===== config.mk =====
export PLATFORM = sky130hd
export DESIGN_NAME = rtc_cal_prescaler
export DESIGN_NICKNAME = d
export VERILOG_FILES = /design/src/rtl/rtc_cal_pkg.sv /design/src/rtl/rtc_ps0.sv /design/src/rtl/rtc_cal_ctrl.sv /design/src/rtl/rtc_ps1.sv /design/src/rtl/rtc_cal_prescaler.sv
export SDC_FILE = /design/constraint.sdc
export NUM_CORES = 1
export LEC_CHECK = 0
export ABC_AREA = 1
export BUFFER_PORTS_ARGS = -buffer_cell sky130_fd_sc_hd__buf_2
export CELL_PAD_IN_SITES_DETAIL_PLACEMENT = 0
export CELL_PAD_IN_SITES_GLOBAL_PLACEMENT = 1
export CORE_MARGIN = 10
export CORE_UTILIZATION = 28
export CTS_BUF_LIST = sky130_fd_sc_hd__clkbuf_4 sky130_fd_sc_hd__clkbuf_8 sky130_fd_sc_hd__clkbuf_16
export CTS_CLUSTER_DIAMETER = 50
export DETAILED_ROUTE_END_ITERATION = 16
export PLACE_DENSITY = 0.51
export SLEW_MARGIN = 20
export SYNTH_ARGS = -nofsm -noshare
export SYNTH_HDL_FRONTEND = slang
export SYNTH_SLANG_ARGS = --single-unit

===== constraint.sdc =====
create_clock -name clk_i -period 6.6 [get_ports clk_i]
set_input_delay 1.32 -clock clk_i [delete_from_list [all_inputs] [get_ports clk_i]]
set_output_delay 1.32 -clock clk_i [all_outputs]
set_load 0.05 [all_outputs]

===== src/rtl/rtc_cal_pkg.sv =====
package rtc_cal_pkg;
  typedef enum logic [1:0] {
    OUT_OFF  = 2'b00,
    OUT_F512 = 2'b01,
    OUT_F256 = 2'b10,
    OUT_F1   = 2'b11
  } clkout_sel_e;
endpackage


===== src/rtl/rtc_ps0.sv =====
module rtc_ps0 #(
  parameter int DIV_W = 8
) (
  input  logic clk_i,
  input  logic rst_ni,
  output logic pulse_o,
  output logic f512_o,
  output logic f256_o
);
  logic [DIV_W-1:0] cnt_q;

  always_ff @(posedge clk_i or negedge rst_ni) begin
    if (!rst_ni) cnt_q <= '0;
    else         cnt_q <= cnt_q + DIV_W'(1);
  end

  assign pulse_o = &cnt_q;
  assign f512_o  = cnt_q[DIV_W-3];
  assign f256_o  = cnt_q[DIV_W-2];


  pulse_gap_chk: assert property (@(posedge clk_i) disable iff (!rst_ni)
    pulse_o |=> !pulse_o);
endmodule


===== src/rtl/rtc_cal_ctrl.sv =====
module rtc_cal_ctrl #(
  parameter int MAG_W      = 6,
  parameter int WIN_PULSES = 491520
) (
  input  logic             clk_i,
  input  logic             rst_ni,
  input  logic             pulse_i,
  input  logic             cal_mode_i,
  input  logic             cal_up_i,
  input  logic [MAG_W-1:0] cal_mag_i,
  output logic             hold_o,
  output logic             dbl_o
);
  localparam int WIN_W = $clog2(WIN_PULSES);
  localparam int CW    = (WIN_W > MAG_W + 1) ? WIN_W : MAG_W + 1;
  localparam logic [WIN_W-1:0] LAST = WIN_W'(WIN_PULSES - 1);

  logic [WIN_W-1:0] wcnt_q;
  logic             up_q;
  logic [MAG_W-1:0] mag_q;
  logic             win_end;
  logic [CW-1:0]    slot, lim_dn, lim_up;

  assign win_end = pulse_i && (wcnt_q == LAST);

  always_ff @(posedge clk_i or negedge rst_ni) begin
    if (!rst_ni) begin
      wcnt_q <= '0;
      up_q   <= 1'b0;
      mag_q  <= '0;
    end else if (pulse_i) begin
      wcnt_q <= win_end ? '0 : wcnt_q + WIN_W'(1);
      if (win_end) begin
        up_q  <= cal_up_i;
        mag_q <= cal_mag_i;
      end
    end
  end

  assign slot   = CW'(wcnt_q);
  assign lim_dn = CW'(mag_q);
  assign lim_up = CW'({mag_q, 1'b0});

  assign hold_o = cal_mode_i && pulse_i && !up_q && (slot < lim_dn);
  assign dbl_o  = cal_mode_i && pulse_i &&  up_q && (slot < lim_up);


  cal_latch_chk: assert property (@(posedge clk_i) disable iff (!rst_ni)
    !win_end |=> $stable(mag_q) && $stable(up_q));


  win_wrap_chk: assert property (@(posedge clk_i) disable iff (!rst_ni)
    win_end |=> (wcnt_q == '0));
endmodule


===== src/rtl/rtc_ps1.sv =====
module rtc_ps1 #(
  parameter int CNT_W = 8
) (
  input  logic clk_i,
  input  logic rst_ni,
  input  logic pulse_i,
  input  logic hold_i,
  input  logic dbl_i,
  output logic tick_o,
  output logic sec_o
);
  logic [CNT_W-1:0] cnt_q, cnt_nxt, step;
  logic             tick_q;

  always_comb begin
    if (hold_i)     step = '0;
    else if (dbl_i) step = CNT_W'(2);
    else            step = CNT_W'(1);
    cnt_nxt = cnt_q + step;
  end

  always_ff @(posedge clk_i or negedge rst_ni) begin
    if (!rst_ni) begin
      cnt_q  <= '0;
      tick_q <= 1'b0;
    end else begin
      // carry out of the low CNT_W-1 bits: bit CNT_W-2 falls
      tick_q <= pulse_i && cnt_q[CNT_W-2] && !cnt_nxt[CNT_W-2];
      if (pulse_i) cnt_q <= cnt_nxt;
    end
  end

  assign tick_o = tick_q;
  assign sec_o  = cnt_q[CNT_W-2];


  hold_stall_chk: assert property (@(posedge clk_i) disable iff (!rst_ni)
    (pulse_i && hold_i) |=> $stable(cnt_q) && !tick_q);


  dbl_step_chk: assert property (@(posedge clk_i) disable iff (!rst_ni)
    (pulse_i && dbl_i) |=> (cnt_q == $past(cnt_q) + CNT_W'(2)));


  tick_carry_chk: assert property (@(posedge clk_i) disable iff (!rst_ni)
    $rose(tick_q) |-> ($past(cnt_q[CNT_W-2]) && !cnt_q[CNT_W-2]));
endmodule


===== src/rtl/rtc_cal_prescaler.sv =====
module rtc_cal_prescaler
  import rtc_cal_pkg::*;
#(
  parameter int PS0_W      = 8,
  parameter int PS1_W      = 8,
  parameter int MAG_W      = 6,
  parameter int WIN_PULSES = 491520
) (
  input  logic             clk_i,
  input  logic             rst_ni,
  input  logic             cal_mode_i,
  input  logic             cal_up_i,
  input  logic [MAG_W-1:0] cal_mag_i,
  input  logic [1:0]       out_sel_i,
  output logic             tick_o,
  output logic             cal_clk_o
);
  logic pulse, hold, dbl, f512, f256, sec;

  rtc_ps0 #(.DIV_W(PS0_W)) u_ps0 (
    .clk_i, .rst_ni, .pulse_o(pulse), .f512_o(f512), .f256_o(f256)
  );

  rtc_cal_ctrl #(.MAG_W(MAG_W), .WIN_PULSES(WIN_PULSES)) u_ctrl (
    .clk_i, .rst_ni, .pulse_i(pulse), .cal_mode_i, .cal_up_i, .cal_mag_i,
    .hold_o(hold), .dbl_o(dbl)
  );

  rtc_ps1 #(.CNT_W(PS1_W)) u_ps1 (
    .clk_i, .rst_ni, .pulse_i(pulse), .hold_i(hold), .dbl_i(dbl),
    .tick_o, .sec_o(sec)
  );

  always_comb begin
    unique case (clkout_sel_e'(out_sel_i))
      OUT_F512: cal_clk_o = f512;
      OUT_F256: cal_clk_o = f256;
      OUT_F1:   cal_clk_o = sec;
      default:  cal_clk_o = 1'b0;
    endcase
  end


  cnt_mode_chk: assert property (@(posedge clk_i) disable iff (!rst_ni)
    !cal_mode_i |-> !hold && !dbl);
endmodule


==> impl_results.md <==
- Clk sinks: between 40 and 50
- Longest Clk Path Bufs: 2
- Synthesis Warnings: 0
- Sequential area share after synthesis: around two fifths
- Hold WS: ~450 ps
- Chip height: around 120 µm
- Worst-Margin Slew: about 680 ps
- GR Util met1: between 10% and 20%
- Detailed Place HPWL: between 4000 and 5000 µm
- Setup ws final: 3280 ps
- Gate Count Post-Synth: roughly 340
- PostCTS Resize Cnt: 0
- RSZ-0062 raised after global routing: no
- Critical path's slowest cell: buf_2
- Via Count: roughly 2100
- Remaining Overflow, GRT: 0
- Worst-Skew Late Latency: roughly 300 ps
- Port bufs: 13
- Max-Cap Viols: 0
- Hold Crit Class: register to register
- Antenna-violating nets left: 0
- Peak supply drop: 70.4 µV
- Final Slew Violations: 0
- GR Util All Layers: 9.78%
- Most frequent CP cell: buf_2
- Die area: about 13000 µm²
- Setup crit start kind: input pin
- Crit Path Category: input pin to primary output
- DIE WIDTH: about 120 µm
- CTS Buf Count: 5
- TNS Setup: 0 ps
- Routed WL: 6070 µm
- Clock root cell: clkbuf_8
- FF-to-FF path depth: 15
- Post-Syn Area: about 2500 µm²
- Crit path capture type: primary output
- Crit. path cell count: 5
- Critical path, cell by cell: buf_2 > o21ai_0 > a21oi_1 > nor2_1 > buf_2
- Clk_skew: approximately 13 ps
- DRC: 0
- Hold Crit Depth: 1
- Share of layout cells above drive strength 1: under 10%
- Top delay family on crit path: buffers and inverters
- Post-layout net count: 381
- Synthesized Nets: roughly 360
- Crit share post-route: around half
- Flop and latch count out of synthesis: 42
- CTS tree: done
- Final min period: approximately 3300 ps
- Status: complete, no violations
- Fmax: roughly 300 MHz
- Met3 Usage GRT: between 1.5 and 2%
- Site Rows: 34
- Leakage: approximately 1.5 nW
- Placeable Area: approximately 8800 µm²
- WP buf/inv: 2
- Pre-CTS WS: between 3000 and 4000 ps
- Initial Utilization: 28.9%
- PD cells: 169 nW/µm²
- Slew headroom: around 54%
- Initial DRC count: 95
- Clock-pin slew on the worst setup and hold paths: roughly 90 ps
- Initial antenna violation count: 0
- Worst EP required: 5280 ps
- Setup violations, final: 0
- Met2 Track Usage GR: between 10% and 20%
- Hold Vio Cnt, Final: 0
- Area Growth Syn to Fin: 12.2%
- Routed len/inst: approximately 13 µm
- Max incr delay on CP: between 200 and 300 ps
- First-pass GRT wire length: about 10000 µm
- Finished Layout Cells: between 400 and 500
- Placer Congestion: 0.729
- WP data arrival: 2000 ps
- IO Pins: 14
- N_diodes: 0
- Syn_area_per_cell: 7.55 µm²
- H-tree Lvls: 2
- Hold buffer count at cts: 0
- Largest net degree at the start of global routing: 43
- Vias per inst: 4.48
- Most Crowded Layer GR: met2
- TritonRoute pass-1 iters: 4
- Vias in the first global route: approximately 2100
- Post-Place Cells: around 460
- Distinct cells, synth: 25
- Max Fanout on Critical Path: 3
- Setup bufs post-CTS: 0
==> report_power, final <==
| part | internal [mW] | switching [mW] |
|---|---|---|
| logic | 0.00327 | 0.00865 |
| clock network | 0.117 | 0.0940 |
| registers | 0.257 | 0 |
==> per-layer routing <==
metal	vias up	wire length (µm)
met5	-	0
met4	0	53
met3	5	167
met2	27	2700
met1	945	3160
li1	1095	-
==> cells in the mapped netlist <==
master,n,area share (%)
inv_1,46,6.8
nand3_1,20,4.0
nand4_1,14,3.5
fa_1,1,0.79
ha_1,14,6.9
a22oi_1,1,0.30
a21oi_1,7,1.4
nor2_1,61,9.1
nand3_2,3,1.2
nand3_4,1,0.69
buf_2,1,0.20
nand2_1,89,13
a21o_1,1,0.30
nor3_1,5,0.99
nand3b_1,2,0.59
nor2_2,1,0.25
nor3_4,1,0.64
nor2_4,2,0.89
nor4_1,1,0.25
xor2_1,9,3.1
xnor2_1,4,1.4
buf_6,1,0.45
nand2_2,1,0.25
dfrtp_1,42,42
o21ai_0,7,1.4
==> final timing paths <==
kind                                 from              to  slack [ps]
max                          out_sel_i[0]       cal_clk_o        3280
min                        u_ps0.cnt_q[0]  u_ps0.cnt_q[0]         450
max reg2reg                u_ps0.cnt_q[0]  u_ps1.cnt_q[6]        4000
min reg2reg                u_ps0.cnt_q[0]  u_ps0.cnt_q[0]         450
max in group asynchronous          rst_ni  u_ctrl.slot[4]        5190
min in group asynchronous          rst_ni  u_ps0.cnt_q[5]        1020
==> stage by stage <==
stage | power, mW | area [µm²] | utilization [%]
floorplan | 0.265 | 2530 | -
global placement | 0.275 | 2720 | 31.1
detailed placement | 0.275 | 2720 | 31.1
CTS | 0.492 | 2840 | 32.4
global route | 0.503 | 2840 | 32.4
finish | 0.480 | 2840 | 32.4
==> layout by cell type, fill, tap and decap left out <==
master / instances
nor3_1: 5
bufinv_16: 1
clkbuf_8: 5
a21oi_1: 7
nand3_1: 20
a21o_1: 1
dfrtp_1: 42
inv_1: 46
nor4_1: 1
clkinvlp_4: 1
nor2_2: 1
clkbuf_4: 1
nand2_1: 89
nor3_4: 1
buf_2: 12
nand2_2: 1
nand3b_1: 2
buf_4: 2
xor2_1: 9
ha_1: 14
nand3_2: 3
xnor2_1: 4
nor2_1: 61
nand3_4: 1
nor2_4: 2
nand4_1: 14
o21ai_0: 7
a22oi_1: 1
fa_1: 1
==> state kept, by name, indices dropped and copies added, names as in the netlist <==
signal / count
u_ctrl.up_q: 1
u_ctrl.slot: 19
u_ps1.cnt_q: 7
u_ps1.tick_o: 1
u_ctrl.mag_q: 6
u_ps0.cnt_q: 8
==> cell families after synthesis <==
family,count (synthesis),share of synthesized area (%)
compound gates,16,3.36
xor+xnor,13,4.50
fa+ha+maj,15,7.72
buf+inv,48,7.47
flops,42,41.5
simple gates,201,35.4
==> area by class of cell <==
| type | instances | area [µm²] |
|---|---|---|
| Clock buffer | 6 | 76.3 |
| Clock inverter | 2 | 37.5 |
| Fill cell | 952 | 5930 |
| Inverter | 46 | 173 |
| Multi-Input combinational cell | 245 | 1290 |
| Sequential cell | 42 | 1050 |
| Tap cell | 108 | 135 |
| Timing Repair Buffer | 14 | 75.1 |
==> worst register-to-register path, stage by stage, from the launching register on <==
cell and delay (ps):
dfrtp_1 400, ha_1 220, nand2_2 100, inv_1 90, nand3_2 260, nor2_1 90
nand2_1 130, nand2_1 70, inv_1 50, ha_1 150, inv_1 50, fa_1 360
inv_1 100, nand3_1 70, nor3_1 210, xor2_1 160
Note: power is estimated with default switching activity, not from simulation.
